`config.mk`:
```
export PLATFORM = sky130hd
export DESIGN_NAME = dbi_mask_codec
export DESIGN_NICKNAME = d
export VERILOG_FILES = /design/src/rtl/dbi_codec_pkg.sv /design/src/rtl/dbi_rst_sync.sv /design/src/rtl/dbi_heavy_detect.sv /design/src/rtl/dbi_byte_enc.sv /design/src/rtl/dbi_byte_dec.sv /design/src/rtl/dbi_mask_codec.sv
export SDC_FILE = /design/constraint.sdc
export NUM_CORES = 1
export LEC_CHECK = 0
export ABC_AREA = 1
export BUFFER_PORTS_ARGS = -buffer_cell sky130_fd_sc_hd__clkbuf_2
export CAP_MARGIN = 20
export CORE_MARGIN = 2
export CORE_UTILIZATION = 59
export CTS_BUF_LIST = sky130_fd_sc_hd__clkbuf_2
export CTS_CLUSTER_DIAMETER = 100
export DETAILED_ROUTE_END_ITERATION = 10
export PLACE_DENSITY = 0.88
export SKIP_LAST_GASP = 1
export SLEW_MARGIN = 20
export SYNTH_ARGS = -nofsm -noshare
export SYNTH_HDL_FRONTEND = slang
export SYNTH_HIERARCHICAL = 1
export SYNTH_SLANG_ARGS = --single-unit
export TNS_END_PERCENT = 50
```
`constraint.sdc`:
```
create_clock -name clk -period 3.25 [get_ports clk]
set_clock_uncertainty 0.2 [all_clocks]
set_input_delay 0.4875 -clock clk [delete_from_list [all_inputs] [get_ports clk]]
set_output_delay 0.4875 -clock clk [all_outputs]
set_load 0.01 [all_outputs]
```
`src/rtl/dbi_codec_pkg.sv`:
```
package dbi_codec_pkg;

  // Transfer class derived from the operation inputs
  typedef enum logic [1:0] {
    XFER_READ        = 2'd0,
    XFER_WRITE       = 2'd1,
    XFER_MASKED_WR   = 2'd2
  } xfer_kind_e;

  function automatic xfer_kind_e classify(input logic is_write, input logic is_masked);
    xfer_kind_e kind;
    if (!is_write)      kind = XFER_READ;
    else if (is_masked) kind = XFER_MASKED_WR;
    else                kind = XFER_WRITE;
    return kind;
  endfunction

  // Inversion enable that applies to a transfer class
  function automatic logic inv_for(input xfer_kind_e kind, input logic rd_en, input logic wr_en);
    return (kind == XFER_READ) ? rd_en : wr_en;
  endfunction

endpackage

```
`src/rtl/dbi_rst_sync.sv`:
```
module dbi_rst_sync #(
  parameter int STAGES = 2
) (
  input  logic clk,
  input  logic rst_n,
  output logic rst_sync_n
);
  logic [STAGES-1:0] chain_q;
  logic [STAGES-1:0] chain_d;

  always_comb begin
    chain_d = {chain_q[STAGES-2:0], 1'b1};
  end

  always_ff @(posedge clk or negedge rst_n) begin
    if (!rst_n) chain_q <= '0;
    else        chain_q <= chain_d;
  end

  assign rst_sync_n = chain_q[STAGES-1];
endmodule

```
`src/rtl/dbi_heavy_detect.sv`:
```
module dbi_heavy_detect #(
  parameter int BYTE_W = 8
) (
  input  logic [BYTE_W-1:0] bits,
  output logic              heavy
);
  localparam int CNT_W     = $clog2(BYTE_W + 1);
  localparam int HEAVY_MIN = BYTE_W / 2 + 1;

  logic [CNT_W-1:0] ones;

  always_comb begin
    ones = '0;
    for (int b = 0; b < BYTE_W; b++) begin
      ones = ones + CNT_W'(bits[b]);
    end
    heavy = (ones >= CNT_W'(HEAVY_MIN));
  end
endmodule

```
`src/rtl/dbi_byte_enc.sv`:
```
module dbi_byte_enc
  import dbi_codec_pkg::*;
#(
  parameter int BYTE_W = 8
) (
  input  xfer_kind_e        kind,
  input  logic              inv_en,
  input  logic              mask_bit,
  input  logic [BYTE_W-1:0] data,
  output logic [BYTE_W-1:0] line,
  output logic              side
);
  logic heavy;

  dbi_heavy_detect #(.BYTE_W(BYTE_W)) u_weight (
    .bits  (data),
    .heavy (heavy)
  );

  always_comb begin
    line = data;
    side = 1'b0;
    if (kind == XFER_MASKED_WR && mask_bit) begin
      if (inv_en) begin
        line = '1;     // pattern the inverter never emits
        side = 1'b0;
      end else begin
        side = 1'b1;
      end
    end else if (inv_en && heavy) begin
      line = ~data;
      side = 1'b1;
    end
  end
endmodule

```
`src/rtl/dbi_byte_dec.sv`:
```
module dbi_byte_dec
  import dbi_codec_pkg::*;
#(
  parameter int BYTE_W = 8
) (
  input  xfer_kind_e        kind,
  input  logic              inv_en,
  input  logic [BYTE_W-1:0] line,
  input  logic              side,
  output logic [BYTE_W-1:0] data,
  output logic              wr_en
);
  logic heavy;

  dbi_heavy_detect #(.BYTE_W(BYTE_W)) u_weight (
    .bits  (line),
    .heavy (heavy)
  );

  always_comb begin
    data  = line;
    wr_en = 1'b1;
    if (kind == XFER_MASKED_WR) begin
      if (!inv_en) begin
        wr_en = ~side;
      end else if (!side && heavy) begin
        wr_en = 1'b0;
      end else if (side) begin
        data = ~line;
      end
    end else if (inv_en && side) begin
      data = ~line;
    end
  end
endmodule

```
`src/rtl/dbi_mask_codec.sv`:
```
module dbi_mask_codec
  import dbi_codec_pkg::*;
#(
  parameter int LANES  = 2,
  parameter int BYTE_W = 8
) (
  input  logic                      clk,
  input  logic                      rst_n,
  input  logic                      cfg_rd_inv_en,
  input  logic                      cfg_wr_inv_en,
  input  logic                      tx_valid,
  input  logic                      tx_op_write,
  input  logic                      tx_op_masked,
  input  logic [LANES-1:0]          tx_mask,
  input  logic [LANES*BYTE_W-1:0]   tx_data,
  output logic                      tx_out_valid,
  output logic [LANES*BYTE_W-1:0]   tx_line,
  output logic [LANES-1:0]          tx_dmi,
  input  logic                      rx_valid,
  input  logic                      rx_op_write,
  input  logic                      rx_op_masked,
  input  logic [LANES*BYTE_W-1:0]   rx_line,
  input  logic [LANES-1:0]          rx_dmi,
  output logic                      rx_out_valid,
  output logic [LANES*BYTE_W-1:0]   rx_data,
  output logic [LANES-1:0]          rx_wr_en
);
  localparam int DATA_W = LANES * BYTE_W;

  logic rst_sync_n;

  dbi_rst_sync #(.STAGES(2)) u_rst (
    .clk        (clk),
    .rst_n      (rst_n),
    .rst_sync_n (rst_sync_n)
  );

  xfer_kind_e tx_kind, rx_kind;
  logic       tx_inv, rx_inv;

  always_comb begin
    tx_kind = classify(tx_op_write, tx_op_masked);
    rx_kind = classify(rx_op_write, rx_op_masked);
    tx_inv  = inv_for(tx_kind, cfg_rd_inv_en, cfg_wr_inv_en);
    rx_inv  = inv_for(rx_kind, cfg_rd_inv_en, cfg_wr_inv_en);
  end

  logic [DATA_W-1:0] enc_line, dec_data;
  logic [LANES-1:0]  enc_side, dec_we;

  for (genvar g = 0; g < LANES; g++) begin : g_lane
    dbi_byte_enc #(.BYTE_W(BYTE_W)) u_enc (
      .kind     (tx_kind),
      .inv_en   (tx_inv),
      .mask_bit (tx_mask[g]),
      .data     (tx_data[g*BYTE_W +: BYTE_W]),
      .line     (enc_line[g*BYTE_W +: BYTE_W]),
      .side     (enc_side[g])
    );
    dbi_byte_dec #(.BYTE_W(BYTE_W)) u_dec (
      .kind   (rx_kind),
      .inv_en (rx_inv),
      .line   (rx_line[g*BYTE_W +: BYTE_W]),
      .side   (rx_dmi[g]),
      .data   (dec_data[g*BYTE_W +: BYTE_W]),
      .wr_en  (dec_we[g])
    );
  end

  // Output stage: next-state with explicit clock enables
  logic              tx_vld_d, tx_vld_q, rx_vld_d, rx_vld_q;
  logic [DATA_W-1:0] tx_line_d, tx_line_q, rx_data_d, rx_data_q;
  logic [LANES-1:0]  tx_side_d, tx_side_q, rx_we_d, rx_we_q;

  always_comb begin
    tx_vld_d  = tx_valid;
    rx_vld_d  = rx_valid;
    tx_line_d = tx_line_q;
    tx_side_d = tx_side_q;
    rx_data_d = rx_data_q;
    rx_we_d   = rx_we_q;
    if (tx_valid) begin
      tx_line_d = enc_line;
      tx_side_d = enc_side;
    end
    if (rx_valid) begin
      rx_data_d = dec_data;
      rx_we_d   = dec_we;
    end
  end

  always_ff @(posedge clk or negedge rst_sync_n) begin
    if (!rst_sync_n) begin
      tx_vld_q  <= 1'b0;
      rx_vld_q  <= 1'b0;
      tx_line_q <= '0;
      tx_side_q <= '0;
      rx_data_q <= '0;
      rx_we_q   <= '0;
    end else begin
      tx_vld_q  <= tx_vld_d;
      rx_vld_q  <= rx_vld_d;
      tx_line_q <= tx_line_d;
      tx_side_q <= tx_side_d;
      rx_data_q <= rx_data_d;
      rx_we_q   <= rx_we_d;
    end
  end

  assign tx_out_valid = tx_vld_q;
  assign tx_line      = tx_line_q;
  assign tx_dmi       = tx_side_q;
  assign rx_out_valid = rx_vld_q;
  assign rx_data      = rx_data_q;
  assign rx_wr_en     = rx_we_q;
endmodule

```
# Word level (Yosys, flattened, before mapping)
# Cells that the tools add are included.
totals:
  wordCells: 92
  inputBits: 46
  ff_bits: 40
  output_inout_bits: 38
op_classes:
  n_lt_le_gt_ge: 4
  eq_ne: 2
  n_bitwise: 6
  n_addsub: 28
  n_mux: 33
  n_reduce_logical: 12
ops:
  columns: ["op", "n"]
  rows:
  - ["$mux W8", 16]
  - ["$add A4 B1 Y4", 16]
  - ["$not A8 Y8", 4]
  - ["$add A3 B1 Y4", 4]
  - ["$ge A4 B3 Y1 const B", 4]
  - ["$mux W1", 13]
  - ["$add A2 B1 Y3", 4]
  - ["$add A1 B1 Y2", 4]
  - ["$logic_and A1 B1 Y1", 8]
  - ["$mux W2", 4]
  - ["$eq A2 B2 Y1 const B", 2]
  - ["$logic_not A2 Y1", 2]
  - ["$logic_not A1 Y1", 2]
  - ["$not A1 Y1", 2]

# Logic depth before layout (Yosys ltp)
logic_depth:
  depth_word: 12
  depth_mapped: 19
  depth_no_buf: 19

# By module
# Netlist, hierarchy kept.
modules_own_cells:
  columns: ["mod", "cells_per_inst", "seq_area_each_um2", "instances", "area_each_um2"]
  rows:
  - ["dbi_mask_codec", 168, 950.9, 1, 1516.5]
  - ["dbi_heavy_detect", 33, 0.0, 4, 215.2]
  - ["dbi_byte_enc", 41, 0.0, 2, 172.7]
  - ["dbi_byte_dec", 40, 0.0, 2, 158.9]
  - ["dbi_rst_sync", 3, 50.0, 1, 53.8]

# Worst setup path before layout
# Ideal clock, no wire load.
synth_path:
  kind: "input-to-reg"
  startpoint: "input port tx_data[8]"
  endpoint: "register tx_line_q[10], in the netlist tx_line[10]"
  required_time_ns: 2.933
  n_path_buf: 0
  setup_time_ns: 0.117
  path_slack_ns: -0.278
  path_stages: 17
  arrival_ns: 3.211
  cell_sequence: "inv_1 -> fa_1 -> fa_1 -> fa_1 -> inv_1 -> ha_1 -> inv_1 -> fa_1 -> nand2_1 -> nand2_1 -> nand2_1 -> nand2_2 -> inv_2 -> nand2_1 -> nand3_1 -> nand2_1 -> nand2_1"
synth_via:
  elab_chain_cells: 11
synth_rtl:
  columns: ["element", "line", "source"]
  rows:
  - ["from (decl)", "dbi_mask_codec.sv:15", "input logic [LANES*BYTE_W-1:0] tx_data,"]
  - ["$add A1 B1 Y2", "dbi_heavy_detect.sv:15", "ones = ones + CNT_W'(bits[b]);"]
  - ["$add A2 B1 Y3", "dbi_heavy_detect.sv:15", null]
  - ["$add A3 B1 Y4", "dbi_heavy_detect.sv:15", null]
  - ["$add A4 B1 Y4 (4 in a row)", "dbi_heavy_detect.sv:15", null]
  - ["$ge A4 B3 Y1", "dbi_heavy_detect.sv:17", "heavy = (ones >= CNT_W'(HEAVY_MIN));"]
  - ["net g_lane[1].u_enc.heavy", "dbi_byte_enc.sv:13", "logic heavy;"]
  - ["$logic_and A1 B1 Y1", "dbi_byte_enc.sv:30", "end else if (inv_en && heavy) begin"]
  - ["$mux W8", "dbi_byte_enc.sv:30", null]
  - ["$mux W8", "dbi_byte_enc.sv:23", "if (kind == XFER_MASKED_WR && mask_bit) begin"]
  - ["net enc_line[10]", "dbi_mask_codec.sv:48", "logic [DATA_W-1:0] enc_line, dec_data;"]
  - ["to (signal assigned)", "dbi_mask_codec.sv:103", "tx_line_q <= tx_line_d;"]
  - ["to (decl)", "dbi_mask_codec.sv:72", "logic [DATA_W-1:0] tx_line_d, tx_line_q, rx_data_d, rx_data_q;"]
# The timed path passes the listed nets, and every way through them passes these cells.
# A chain may end at the register's enable or synchronous reset.

# Worst setup path after layout
layout_path:
  startpoint: "input port tx_data[0]"
  endpoint: "register tx_line_q[0], in the netlist tx_line[0]"
layout_via:
  elab_chain_cells: 11
  elab_cells_between_ends: 13
  classes_between: "add/sub (7); order compare (1); mux (3); bitwise (1); reduce/logical (1)"
layout_rtl:
  columns: ["element", "line"]
  rows:
  - ["$add A1 B1 Y2", "dbi_heavy_detect.sv:15"]
  - ["$add A2 B1 Y3", "dbi_heavy_detect.sv:15"]
  - ["$add A3 B1 Y4", "dbi_heavy_detect.sv:15"]
  - ["$add A4 B1 Y4 (4 in a row)", "dbi_heavy_detect.sv:15"]
  - ["$ge A4 B3 Y1", "dbi_heavy_detect.sv:17"]
  - ["net g_lane[0].u_enc.heavy", "dbi_byte_enc.sv:13"]
  - ["$logic_and A1 B1 Y1", "dbi_byte_enc.sv:30"]
  - ["$mux W8", "dbi_byte_enc.sv:30"]
  - ["$mux W8", "dbi_byte_enc.sv:23"]
  - ["net enc_line[0]", "dbi_mask_codec.sv:48"]
# The timed path passes the listed nets, and every way through them passes these cells.

==> metrics.md <==
| Metric | Value |
|---|---|
| P per Cell Area | `approximately 420 nW/um^2` |
| R2R cell count | `1` |
| FP Rows | `26` |
| Peak supply drop | `258 uV` |
| Die width | `76.4 um` |
| Worst-path cell chain | `buf_2 -> inv_8 -> fa_1 -> fa_1 -> fa_1 -> inv_1 -> ha_2 -> inv_2 -> fa_1 -> nand2_1 -> nand2_1 -> nand2_2 -> nand2_4 -> clkinv_2 -> nand2_1 -> nand3_1 -> nand2_1 -> nand2_1` |
| Clk sinks | `40` |
| Slew Viols, Final | `0` |
| Sw Pwr | `between 0.6 and 0.7 mW` |
| Crit path capture type | `register` |
| Mean post-synth cell area | `6.65 um^2` |
| H-tree depth | `2` |
| Sequential fraction of the synthesis area | `32.3%` |
| First-pass GRT wire length | `approximately 12000 um` |
| Router iterations before antenna repair | `4` |
| Synth Area in Simple Gates | `about a third` |
| Reg power frac | `a little under two fifths` |
| Final worst slack | `-0.201 ns` |
| Crit path DAT | `about 3.5 ns` |
| Layout area overhead | `24.6%` |
| Hold path cells | `0` |
| DP Wirelength | `between 5000 and 6000 um` |
| I/O pin count | `84` |
| Cell internal pwr | `about 1 mW` |
| Max cap viols | `0` |
| Initial core utilization | `between 60% and 70%` |
| Total number of vias | `2907` |
| # port buffers | `83` |
| Die Y-Extent | `76.4 um` |
| Fin Setup TNS | `-2.74 ns` |
| Total grt overflow | `0` |
| Area post-placement | `around 3700 um^2` |
| Synth Area in Compound Gates | `0%` |
| Root buffer cell | `clkbuf_2` |
| Slowest stage delay, CP | `between 0.5 and 0.6 ns` |
| Worst Min Path Start | `u_rst/chain_q[0]` |
| Vias per cell | `roughly 4.5` |
| Distinct cells, synth | `17` |
| DR iter-0 viols | `between 100 and 150` |
| CTS buffer count | `5` |
| Syn Nets | `539` |
| Main combinational cell family by area after synthesis | `simple AND/OR/NAND/NOR gates` |
| Synth Cell Area | `3090 um^2` |
| Most frequent cells in the layout | `nand2_1, inv_1, clkbuf_2` |
| Final Core Density | `roughly three quarters` |
| Per-cell routed wire length | `about 10 um` |
| Routability cong. | `approximately 0.87` |
| Sequential Area | `approximately 1000 um^2` |
| Worst-Skew Late Latency | `roughly 0.36 ns` |
| Critical R2R Capture | `rx_data[8]` |
| CP max stage cell | `fa_1` |
| Mux cell area share after synthesis | `0%` |
| DRC | `0` |
| Setup CP Type | `in2reg` |
| Most used cell, CP | `nand2_1` |
| CP max FO | `10` |
| Core ar. | `between 5000 and 6000 um^2` |
| Worst EP required | `around 3.3 ns` |
| ANT nets after route | `0` |
| Footprint of the multi-input gates | `about 1700 um^2` |
| Pleak | `~2.6 nW` |
| Status | `finished, violations left` |
| Logic pwr share | `between 40 and 50%` |
| Die area | `~5800 um^2` |
| Tmin final | `approximately 3.5 ns` |
| Max-Slew Margin vs Limit | `between 30% and 40%` |
| Clk pwr share | `17.5%` |
| Global Route Usage Sum | `between 20% and 30%` |
| Longest Clk Path Bufs | `2` |
| Final WL | `around 6700 um` |
| Post-Synth Adder-Cell Area | `about 15%` |
| Final Hold Vio Count | `0` |
| Diodes inserted | `0` |
| Switching Fraction | `38.6%` |
| Failing checks | `setup timing` |
| Total chip power | `1.62 mW` |
| Worst r2r src | `u_rst/chain_q[1]` |
| Period utilisation layout | `106%` |
| Hold EP | `u_rst/chain_q[1]` |
| CTS clk-pin slew, worst paths | `roughly 0.19 ns` |
| CTS tree | `done` |
| Commonest non-fill, non-tap cell in the layout | `nand2_1` |
| Fillers | `approximately 430` |
| Flop2flop setup slack | `roughly 1.9 ns` |
| Initial antenna violation count | `0` |
| CP startpoint kind | `primary input` |
| Synth Register Bits | `40` |
| Layout Cell Area excl Fill | `between 3000 and 4000 um^2` |
| Fraction of layout cells with a size suffix above 1 | `26.4%` |
| RSZ-0062 raised after global routing | `true` |
| Worst Hold Class | `reg2reg` |
| Vias in the first global route | `just under 3000` |
| Synth Area in XOR/XNOR | `0%` |
| Fmax | `between 200 and 300 MHz` |
| Nets | `642` |
| Slew @ Worst Pin | `approximately 0.95 ns` |
| Syn Inst Count | `approximately 470` |
| Largest net degree at the start of global routing | `25` |
| Ys Warns | `6` |
| Final Setup Violations | `18` |
power groups by stage:
stage | combinational (mW) | clock, mW | sequential [mW]
after CTS | 0.700 | 0.294 | 0.616
after detailed placement | 0.678 | 0 | 0.625
after floorplan | 0.430 | 0 | 0.658
after global placement | 0.638 | 0 | 0.624
final | 0.723 | 0.285 | 0.616
after global routing | 0.832 | 0.321 | 0.628
worst max-delay path, delay by kind of cell:
family                     cells  cell delay [ns]
buffers and inverters          5             0.38
and+or+nand+nor                8             0.59
adders and majority gates      5             2.06
cell usage after synthesis:
cell / count / area (um^2)
buf_8: 2 / 30.0
nor2_1: 4 / 15.0
inv_2: 4 / 15.0
inv_6: 1 / 8.76
fa_1: 16 / 320
nand2_4: 2 / 22.5
clkbuf_8: 1 / 13.8
inv_1: 112 / 420
buf_6: 3 / 33.8
nand2_1: 236 / 886
inv_8: 1 / 11.3
nand2_2: 6 / 37.5
ha_1: 12 / 150
nand4_1: 4 / 25.0
nand3_1: 20 / 100
dfrtp_1: 40 / 1000
conb_1: 1 / 3.75
kinds of logic after synthesis:
group                      Yosys count
buffers and inverters              124
DFF                                 40
adders and majority gates           28
other                                1
and+or+nand+nor                    272
metrics by stage:
step,setup slack [ns],hold WS (ns),instances
final,-0.201,0.177,639
after CTS,-0.171,0.175,638
after global routing,-0.280,0.143,639
after floorplan,-0.232,-0.00809,465
after global placement,-0.509,0.0770,626
after detailed placement,-0.619,0.0809,626
state kept, by name, summed over array words and instances (netlist names):
signal / flops
rx_out_valid: 1
tx_out_valid: 1
rx_data: 16
u_rst/chain_q: 2
tx_dmi: 2
rx_wr_en: 2
tx_line: 16
final cells by class:
cell class	instances	area share [%]
multi-input combinational	302	43.1
clock inverter	2	0.909
tap	70	2.27
sequential	40	26.0
timing repair buffer	99	14.2
clock buffer	6	0.779
timing repair inverter	2	0.292
inverter	118	12.5
repair_timing:
action | 4_1_cts | 5_1_grt
setup endpoints to repair | 18 | 20
endpoints found under the hold margin | 2 | 0
resized for setup | 11 | 18
hold buffers | 1 | 0
buffers inserted | 1 | 0
pin swaps | 8 | 5
cloned | 2 | 1
metal layers:
metal	vias to the layer above	wire length, um	global-route usage (%)
li1	1535	-	-
met5	-	0	0
met3	14	262	3.20
met1	1283	2640	27.1
met4	0	124	9.82
met2	75	3620	47.5
worst max path at each step:
stage | startpoint | end | slack (ns) | cells past startpoint
after global routing | tx_data[0] | tx_line[0] | -0.28 | 18
final | tx_data[0] | tx_line[0] | -0.20 | 18
after CTS | tx_data[0] | tx_line[5] | -0.17 | 20
after global placement | tx_data[8] | tx_line[9] | -0.51 | 18
after floorplan | tx_data[8] | tx_line[11] | -0.23 | 17
after detailed placement | tx_data[8] | tx_line[11] | -0.62 | 18
Power figures use the tool's default switching activity.
